--- src/rtl/dbp_pkg.sv ---
package dbp_pkg;

    typedef enum logic [1:0] {
        ACC_FILL  = 2'b00,
        ACC_HIT   = 2'b01,
        ACC_EVICT = 2'b10,
        ACC_RSVD  = 2'b11
    } acc_kind_e;

    typedef enum logic {
        BLK_IDLE    = 1'b0,
        BLK_TRACKED = 1'b1
    } blk_state_e;

endpackage

--- src/rtl/dbp_sig_store.sv ---
module dbp_sig_store
    import dbp_pkg::*;
#(
    parameter int NBLK  = 16,
    parameter int BLK_W = 4,
    parameter int SIG_W = 16,
    parameter int PC_W  = 32
) (
    input  logic             clk,
    input  logic             rst_n,
    input  logic             valid_i,
    input  acc_kind_e        kind_i,
    input  logic [BLK_W-1:0] blk_i,
    input  logic [PC_W-1:0]  pc_i,
    output logic             tracked_o,
    output logic [SIG_W-1:0] old_sig_o,
    output logic [SIG_W-1:0] new_sig_o
);

    logic [SIG_W-1:0] pc_part;
    logic [SIG_W-1:0] sig_all [NBLK];
    blk_state_e       st_all  [NBLK];

    assign pc_part = pc_i[SIG_W-1:0];

    // one state machine and one signature register per block slot
    for (genvar g = 0; g < NBLK; g++) begin : g_slot
        blk_state_e       st_q, st_d;
        logic [SIG_W-1:0] sig_q, sig_d;
        logic             sel;

        assign sel = valid_i && (blk_i == BLK_W'(g));

        always_comb begin
            st_d  = st_q;
            sig_d = sig_q;
            unique case (st_q)
                BLK_IDLE: begin
                    if (sel && kind_i == ACC_FILL) begin
                        st_d  = BLK_TRACKED;
                        sig_d = pc_part;
                    end
                end
                BLK_TRACKED: begin
                    if (sel) begin
                        unique case (kind_i)
                            ACC_FILL:  sig_d = pc_part;
                            ACC_HIT:   sig_d = sig_q + pc_part;
                            ACC_EVICT: st_d  = BLK_IDLE;
                            ACC_RSVD:  st_d  = st_q;
                        endcase
                    end
                end
            endcase
        end

        always_ff @(posedge clk or negedge rst_n) begin
            if (!rst_n) begin
                st_q  <= BLK_IDLE;
                sig_q <= '0;
            end else begin
                st_q  <= st_d;
                sig_q <= sig_d;
            end
        end

        assign sig_all[g] = sig_q;
        assign st_all[g]  = st_q;
    end

    assign tracked_o = (st_all[blk_i] == BLK_TRACKED);
    assign old_sig_o = sig_all[blk_i];

    always_comb begin
        if (kind_i == ACC_FILL) new_sig_o = pc_part;
        else                    new_sig_o = sig_all[blk_i] + pc_part;
    end

endmodule

--- src/rtl/dbp_conf_table.sv ---
module dbp_conf_table #(
    parameter int DEPTH = 256,
    parameter int CNT_W = 2,
    parameter int SIG_W = 16,
    parameter int HASH  = 0
) (
    input  logic             clk,
    input  logic             rst_n,
    input  logic [SIG_W-1:0] rd_sig_i,
    input  logic             trn_en_i,
    input  logic             trn_up_i,
    input  logic [SIG_W-1:0] trn_sig_i,
    output logic [CNT_W-1:0] cnt_o
);

    localparam int IDX_W = $clog2(DEPTH);
    localparam int HALF  = SIG_W / 2;
    localparam logic [CNT_W-1:0] CMAX = '1;

    logic [IDX_W-1:0] rd_idx, trn_idx;
    logic [CNT_W-1:0] mem [DEPTH];
    logic [CNT_W-1:0] cur, nxt;

    if (HASH == 0) begin : g_low
        assign rd_idx  = rd_sig_i[IDX_W-1:0];
        assign trn_idx = trn_sig_i[IDX_W-1:0];
    end else begin : g_fold
        logic [HALF-1:0] rd_f, trn_f;
        assign rd_f    = rd_sig_i[SIG_W-1:HALF] ^ rd_sig_i[HALF-1:0];
        assign trn_f   = trn_sig_i[SIG_W-1:HALF] ^ trn_sig_i[HALF-1:0];
        assign rd_idx  = rd_f[IDX_W-1:0];
        assign trn_idx = trn_f[IDX_W-1:0];
    end

    assign cur = mem[trn_idx];

    always_comb begin
        if (trn_up_i) nxt = (cur == CMAX) ? cur : cur + 1'b1;
        else          nxt = (cur == '0)   ? cur : cur - 1'b1;
    end

    always_ff @(posedge clk or negedge rst_n) begin
        if (!rst_n) begin
            for (int i = 0; i < DEPTH; i++) mem[i] <= '0;
        end else if (trn_en_i) begin
            mem[trn_idx] <= nxt;
        end
    end

    // same-entry read during training sees the trained value
    assign cnt_o = (trn_en_i && rd_idx == trn_idx) ? nxt : mem[rd_idx];

endmodule

--- src/rtl/deadblk_pred.sv ---
module deadblk_pred
    import dbp_pkg::*;
#(
    parameter int NBLK      = 16,
    parameter int PC_W      = 32,
    parameter int SIG_W     = 16,
    parameter int TBL_DEPTH = 256,
    parameter int CNT_W     = 2,
    parameter int THRESH    = 4,
    localparam int BLK_W    = $clog2(NBLK)
) (
    input  logic             clk,
    input  logic             rst_n,
    input  logic             acc_valid,
    input  logic [1:0]       acc_kind,
    input  logic [BLK_W-1:0] acc_blk,
    input  logic [PC_W-1:0]  acc_pc,
    output logic             pred_valid,
    output logic             pred_dead,
    output logic [BLK_W-1:0] pred_blk
);

    localparam int NTBL  = 2;
    localparam int SUM_W = CNT_W + 1;

    acc_kind_e        kind;
    logic             tracked;
    logic [SIG_W-1:0] old_sig, new_sig;
    logic             do_pred, do_train, train_up;
    logic [CNT_W-1:0] cnt [NTBL];
    logic [SUM_W-1:0] sum;

    assign kind = acc_kind_e'(acc_kind);

    dbp_sig_store #(
        .NBLK (NBLK),
        .BLK_W(BLK_W),
        .SIG_W(SIG_W),
        .PC_W (PC_W)
    ) sig_i (
        .clk      (clk),
        .rst_n    (rst_n),
        .valid_i  (acc_valid),
        .kind_i   (kind),
        .blk_i    (acc_blk),
        .pc_i     (acc_pc),
        .tracked_o(tracked),
        .old_sig_o(old_sig),
        .new_sig_o(new_sig)
    );

    always_comb begin
        do_pred  = 1'b0;
        do_train = 1'b0;
        train_up = 1'b0;
        if (acc_valid) begin
            unique case (kind)
                ACC_FILL:  do_pred = 1'b1;
                ACC_HIT: begin
                    do_pred  = tracked;
                    do_train = tracked;
                end
                ACC_EVICT: begin
                    do_train = tracked;
                    train_up = 1'b1;
                end
                ACC_RSVD:  do_pred = 1'b0;
            endcase
        end
    end

    // table t uses hash variant t
    for (genvar t = 0; t < NTBL; t++) begin : g_tbl
        dbp_conf_table #(
            .DEPTH(TBL_DEPTH),
            .CNT_W(CNT_W),
            .SIG_W(SIG_W),
            .HASH (t)
        ) tbl_i (
            .clk      (clk),
            .rst_n    (rst_n),
            .rd_sig_i (new_sig),
            .trn_en_i (do_train),
            .trn_up_i (train_up),
            .trn_sig_i(old_sig),
            .cnt_o    (cnt[t])
        );
    end

    assign sum = SUM_W'(cnt[0]) + SUM_W'(cnt[1]);

    always_ff @(posedge clk or negedge rst_n) begin
        if (!rst_n) begin
            pred_valid <= 1'b0;
            pred_dead  <= 1'b0;
            pred_blk   <= '0;
        end else begin
            pred_valid <= do_pred;
            pred_dead  <= do_pred && (int'(sum) >= THRESH);
            pred_blk   <= acc_blk;
        end
    end

endmodule

--- config.mk ---
export PLATFORM = sky130hd
export DESIGN_NAME = deadblk_pred
export DESIGN_NICKNAME = d
export VERILOG_FILES = /design/src/rtl/dbp_pkg.sv /design/src/rtl/dbp_sig_store.sv /design/src/rtl/dbp_conf_table.sv /design/src/rtl/deadblk_pred.sv
export SDC_FILE = /design/constraint.sdc
export NUM_CORES = 2
export LEC_CHECK = 0
export ABC_CLOCK_PERIOD_IN_PS = 10900
export BUFFER_PORTS_ARGS = -buffer_cell sky130_fd_sc_hd__buf_2
export CORE_MARGIN = 2
export CORE_UTILIZATION = 39
export CTS_BUF_LIST = sky130_fd_sc_hd__clkbuf_16
export DETAILED_ROUTE_END_ITERATION = 7
export PLACE_DENSITY = 0.54
export SETUP_SLACK_MARGIN = 0.02
export SYNTH_ARGS = -nofsm -noshare
export SYNTH_HDL_FRONTEND = slang
export SYNTH_SLANG_ARGS = --single-unit
export TNS_END_PERCENT = 1
--- constraint.sdc ---
create_clock -name clk -period 10.9 [get_ports clk]
set_clock_uncertainty 0.1 [all_clocks]
set_input_delay 0.545 -clock clk [delete_from_list [all_inputs] [get_ports clk]]
set_output_delay 0.545 -clock clk [all_outputs]
set_load 0.02 [all_outputs]
Word level (Yosys, flattened, before mapping)
Index checks and enable logic that the tools add are counted.
{"block": "totals", "ff_bits": 1302, "inputBits": 41, "output_inout_bits": 6, "elab_cells": 879}
{"block": "op_classes", "n_addsub": 22, "magnitude_cmp": 8, "n_eq_ne": 69, "muxes": 152, "bitwise": 23, "reduce_logical": 58}
{"operator": "512-bit bitwise mux", "n": 2}
{"operator": "16-bit case mux with 2 select lines", "n": 32}
{"operator": "16-bit 2-to-1 mux", "n": 35}
{"operator": "16-bit adder", "n": 17}
{"operator": "16-bit binary-select mux with 4-bit select", "n": 1}
{"operator": "2-bit binary-select mux with 8-bit select", "n": 4}
{"operator": "3-bit inequality test, second input constant", "n": 16}
{"operator": "3-bit AND reduction", "n": 16}
{"operator": "1-bit 2-to-1 mux", "n": 40}
{"operator": "1-bit logical AND", "n": 37}
{"operator": "9-bit greater-or-equal comparator, second input constant", "n": 4}
{"operator": "2-bit 2-to-1 mux", "n": 18}
{"operator": "8-bit inverter with 9-bit output", "n": 4}
{"operator": "1-bit case mux with 2 select lines", "n": 17}
{"operator": "2-bit demux with 8-bit select", "n": 2}
{"operator": "4-bit == test, second input constant", "n": 8}
{"operator": "2-bit by 1-bit inequality test with 1-bit output, second input constant", "n": 16}
{"operator": "2-bit inequality test, second input constant", "n": 16}
{"operator": "9-bit by 1-bit < comparator with 1-bit output, second input constant", "n": 2}
{"operator": "4-bit by 3-bit == test with 1-bit output, second input constant", "n": 4}
{"operator": "8-bit == test", "n": 2}
{"operator": "1-bit inverter", "n": 16}
{"operator": "8-bit bitwise XOR", "n": 2}
{"operator": "4-bit by 2-bit == test with 1-bit output, second input constant", "n": 2}
{"operator": "other kinds (13)", "n": 19}

Depth between registers and ports, before layout
{"block": "depth", "ltp_word": 16, "ltp_mapped": 36, "ltp_nobuf": 25}

Cells and area by module
From an unflattened synthesis, not the netlist that was laid out.
{"block": "unflattened", "cells_unflattened": 8192, "hier_area_um2": 84317.1}
{"module": "dbp_conf_table at g_tbl[1].tbl_i", "instances": 1, "cells_each": 2515, "area_each_um2": 29824.9, "seq_area_each_um2": 12812.3}
{"module": "dbp_conf_table at g_tbl[0].tbl_i", "instances": 1, "cells_each": 2612, "area_each_um2": 28648.7, "seq_area_each_um2": 12812.3}
{"module": "dbp_sig_store", "instances": 1, "cells_each": 3047, "area_each_um2": 25588.3, "seq_area_each_um2": 6806.5}
{"module": "deadblk_pred", "instances": 1, "cells_each": 18, "area_each_um2": 255.2, "seq_area_each_um2": 150.1}

Worst setup path before layout
Ideal clock, no wire load.
{"block": "synth_timing", "path_type": "input to register", "startpoint": "input acc_blk[0]", "endpoint": "register pred_dead", "setup_time_ns": 0.126, "arrival_ns": 8.157, "required_time_ns": 10.674, "setup_slack_ns": 2.517, "stages": 36, "path_buffers": 13, "path_cell_list": "buf_6 -> buf_4 -> buf_4 -> nor2b_1 -> a22oi_1 -> and2_1 -> inv_1 -> clkbuf_1 -> clkbuf_1 -> clkbuf_1 -> clkbuf_1 -> ha_1 -> inv_1 -> fa_1 -> nor2b_1 -> o31ai_1 -> a2111o_1 -> o211ai_1 -> buf_1 -> buf_2 -> buf_1 -> buf_2 -> buf_2 -> buf_1 -> nand2_1 -> a311oi_1 -> a21oi_1 -> nand4_1 -> nand2_1 -> a2111oi_0 -> a31oi_1 -> mux2_2 -> ha_1 -> and2_1 -> or4_1 -> o311a_1"}
{"block": "synth_between", "elab_chain_len": 16, "elab_cells_between_ends": 54, "classes_between": "add/sub (6); order compare (1); eq/ne (4); mux (31); bitwise (7); reduce/logical (5)"}
{"element": "start: declaration", "line_no": "deadblk_pred.sv:16", "text": "input logic [BLK_W-1:0] acc_blk,"}
{"element": "4-bit inverter with 5-bit output (implied by the code) (*)", "line_no": "dbp_sig_store.sv:71, dbp_sig_store.sv:72, dbp_sig_store.sv:76"}
{"element": "parallel branches: the longest is 14 deep, another holds 16-bit adder"}
{"element": "1-bit logical AND (*)", "line_no": "deadblk_pred.sv:99", "text": "pred_dead <= do_pred && (int'(sum) >= THRESH);"}
{"element": "end signal: assignment", "line_no": "deadblk_pred.sv:99"}
{"element": "end: declaration", "line_no": "deadblk_pred.sv:19", "text": "output logic pred_dead,"}
Mark *: on every way between the ends. The select of a mux whose other input is x is not followed.
A chain may end at the register's enable or synchronous reset.

Worst setup path after layout
{"block": "layout_timing", "startpoint": "input acc_blk[1]", "endpoint": "register pred_dead"}
Same word-level chain as after synthesis.

==> impl_summary.md <==
Worst setup path
The beginning of the worst register-to-register path is sig_i.g_slot[1].sig_q[7]. The end point of the critical path is pred_dead. STA classifies the critical path startpoint as an input pin. The launching element of the worst setup path is acc_blk[1].

Data on the critical path arrives at its endpoint at 9530 ps. The logic depth of the worst register-to-register path is 23. The critical-path maximum fanout is 34. The worst endpoint required time is 11510 ps.

The critical path is of the in -> reg type. For flop-to-flop paths, the worst setup slack is approximately 2400 ps. STA classifies the critical path endpoint as a flop.

The endpoint identified for the worst register-to-register timing path is pred_dead.

Detailed routing
The detailed-route via count is 72500. The post-detailed-route via-to-cell ratio is around 6.1. The aggregate routed wire length is 312000 um. After detailed routing, the met2 layer carries 141000 um of wire.

The highest metal layer carrying signal wires in the routed design is met5. Detailed routing placed a total of 24600 um of wire on met3. The routed metal-1 wire length is 130000 um.

The post-route antenna net violation count is 0. For this block, the initial DRC count from the detailed router was 7357. The routed length per placed instance is 26.1 um.

Before antenna repair, the detailed router went through 6 iterations. The total DRC errors in the routed layout is 0.

GRT
The number of antenna violations at the first check in global routing came to 16. For this run, the total global-route usage over all layers was measured as 0.281. The total congestion overflow is 0. Entering global routing, the biggest net connects 257 pins. The first-pass GRT wire length is 465000 um. The via count of the first global-routing pass is around 70000.

Timing
Timing would allow up to 112 MHz. The total count of hold-check failures in the final report came to 0. In the final timing run, aggregate negative setup slack is 0 ps. The final-report max-slew violation count is 96. The tightest hold margin is approximately 58 ps. Headroom to the max-slew limit came out at -0.0441. The actual transition at the worst max-transition pin is 1570 ps. The final clock period utilization by the worst path is 0.818. The shortest period the worst path allows is 8920 ps.

Setup repair after global routing left no endpoint under its margin. The number of endpoints failing setup at the final stage is 0.

CTS
After clock tree synthesis, the clock-pin slew on the worst setup and hold paths is 60 ps. The cell chosen for the clock root is clkbuf_16. The clock network latency to the later pin of the worst-skew pair is 840 ps.

The CTS tree is yes. The clock drives approximately 1300 sinks. The CTS buffer count is 159.

The number of buffers inserted to repair setup after CTS is 0. The clock tree synthesis step divided the H-tree into 4 levels. No sink is reached through more buffers than the 3 on the longest clock path.

Power
The combinational share of power is 0.460. In this run the power spent charging and discharging nets is 9.17 mW. Of the total power, the share spent switching nets is 0.463. The peak supply drop is 807 uV. The power share of the clock group is 0.261. The cell area power density is 215 nW/um^2. The final total power is 19.8 mW.

The analysis attributes to cell leakage a power of slightly below 40 nW. The internal power contribution is between 10 and 15 mW. Of the total power, registers draw 0.279.

Synthesis
The predominant post-synthesis flop cell is dfrtp_1. The number of flops mapped to enable cells by yosys is 0. The count of mapped cells out of synthesis is around 9200. During synthesis, Yosys emitted a total of 0 warnings. The post-synthesis cell area is 83400 sq um. The proportion of synthesized chip area in sequential cells is 0.391. The fraction of registers with async set or reset after synthesis is 1.00. The average size of a mapped cell is between 9 and 10 sq um.

The register bit count reported by yosys is 1302. The post-synth net total is 9508. The number of distinct library cells after synthesis is 89.

Floorplanning
The floorplan has 169 rows. The effective utilization at floorplan is 0.393. The floorplan step set the die width to 466 um. The area of the die is roughly 220000 sq um. The total core area is roughly 210000 sq um. The die is approximately 470 um tall. The I/O pin total is 47.

Cells and area
The count of nets after finishing is 9301. Leaving out fill and tap cells, the most frequent cell in the layout is nand2_1. In the layout the commonest cells are 2179 x nand2_1, 1302 x dfrtp_1, 839 x o21ai_0, 540 x mux2_2, 520 x nor2_1. Of the cells placed in the final design, the portion with a size suffix greater than 1 is 0.153. The filler cell count in the final layout is 20700. The area growth from synthesis to layout is 10.2%.

Flow run
Max-cap violations in this run came to 0.

Status
The flow ran to the end, but the final reports show violations. The final reports fail on max-slew violations.

Placed design
Once detailed placement completed, the half-perimeter wirelength came to 199000 um. Input and output buffers added on the ports amount to 30. Routability-driven placement finished with a final weighted congestion of roughly 0.9.

Worst hold path
The worst hold-check path type is in -> reg.
cells in the mapped netlist (42+ instances only):
cell,count,share of area
xor2_1,72,0.0076
dfrtp_1,1302,0.39
xnor2_1,146,0.015
a21boi_0,73,0.0066
and3_1,62,0.0047
o21ai_0,840,0.050
buf_1,85,0.0038
a31oi_1,115,0.0086
clkbuf_1,395,0.018
nand2_1,2179,0.098
inv_1,126,0.0057
ha_1,259,0.039
o22ai_1,131,0.0098
a32oi_1,46,0.0048
nor2_1,543,0.024
buf_2,116,0.0070
mux4_2,281,0.076
nor3_1,70,0.0042
a311oi_1,67,0.0070
nor2b_1,42,0.0032
mux2_2,541,0.073
a21oi_1,479,0.029
mux2i_1,263,0.032
and2_1,73,0.0055
nand3_1,277,0.017
a211oi_1,91,0.0082
flip-flops by register name, indices dropped and copies added (netlist names):
register and count:
pred_dead 1, sig_i.g_slot.st_q 16, pred_blk 4, pred_valid 1
g_tbl.tbl_i.mem 1024, sig_i.g_slot.sig_q 256
routing by layer:
layer,up-vias,track usage
li1,32500,-
met3,724,0.0542
met4,4,0.137
met2,3040,0.437
met5,-,0
met1,36200,0.376
stage by stage:
| step | cell area (sq um) | cells | setup WS, ps | util |
|---|---|---|---|---|
| floorplan | 83400 | 9191 | 2520 | - |
| global placement | 86900 | 11600 | 1660 | 0.410 |
| detailed placement | 86900 | 11600 | 1590 | 0.410 |
| CTS | 91900 | 11900 | 2240 | 0.433 |
| global route | 91900 | 11900 | 1750 | 0.433 |
| finish | 91900 | 11900 | 1980 | 0.433 |
worst min-delay path by stage:
| stage | end | startpoint | cells after the start |
|---|---|---|---|
| after global routing | pred_blk[2] | acc_blk[2] | 1 |
| after CTS | pred_blk[2] | acc_blk[2] | 1 |
| after floorplan | g_tbl[0].tbl_i.mem[0] | rst_n | 0 |
| after global placement | g_tbl[0].tbl_i.mem[241] | g_tbl[0].tbl_i.mem[241] | 2 |
| final | pred_blk[2] | acc_blk[2] | 1 |
| after detailed placement | g_tbl[0].tbl_i.mem[151] | g_tbl[0].tbl_i.mem[151] | 2 |
kinds of logic after synthesis:
group,count (synthesis),share of synthesized area
fa+ha+maj,278,0.0432
flops,1302,0.391
xor+xnor,221,0.0235
mux,1088,0.181
buf+inv,760,0.0384
simple gates,3396,0.169
compound gates,2146,0.154
final cells by class:
cell class | count | area [sq um] | share of cell area
Timing Repair Buffer | 260 | 2240 | 0.0244
Sequential cell | 1302 | 32600 | 0.354
Tap cell | 2821 | 3530 | 0.0384
Clock buffer | 161 | 4030 | 0.0438
Multi-Input combinational cell | 7129 | 48100 | 0.523
Antenna cell | 7 | 17.5 | 0.000191
Clock inverter | 123 | 911 | 0.00991
Inverter | 132 | 505 | 0.00550
power groups by stage:
| stage | combinational, mW | sequential, mW | clock (mW) |
|---|---|---|---|
| detailed placement | 8.90 | 5.60 | 0 |
| global route | 9.64 | 5.55 | 5.45 |
| global placement | 8.83 | 5.59 | 0 |
| CTS | 8.93 | 5.52 | 5.25 |
| floorplan | 5.90 | 5.40 | 0 |
| finish | 9.10 | 5.53 | 5.16 |
repair_timing:
item	in CTS	in global routing
gates resized for setup	0	0
endpoints found under the setup margin	0	0
endpoints found under the hold margin	117	0
hold buffers	2	0
critical path, stage by stage:
cell and delay [ps]:
dlygate4sd3_1 530, buf_4 430, buf_4 530, mux4_2 420
a221oi_4 290, buf_4 330, inv_1 390, ha_1 350
nor3_1 530, a211oi_1 210, o31ai_1 370, a21oi_1 150
mux2i_1 140, o21ai_0 520, xor2_1 830, a2111oi_0 150
buf_4 220, o211ai_1 200, nand2_1 90, a2111oi_0 920
a31oi_1 60, mux2_2 320, ha_1 180, and2_1 150
or4_1 470, o311a_1 120
Power figures use the tool's default switching activity.
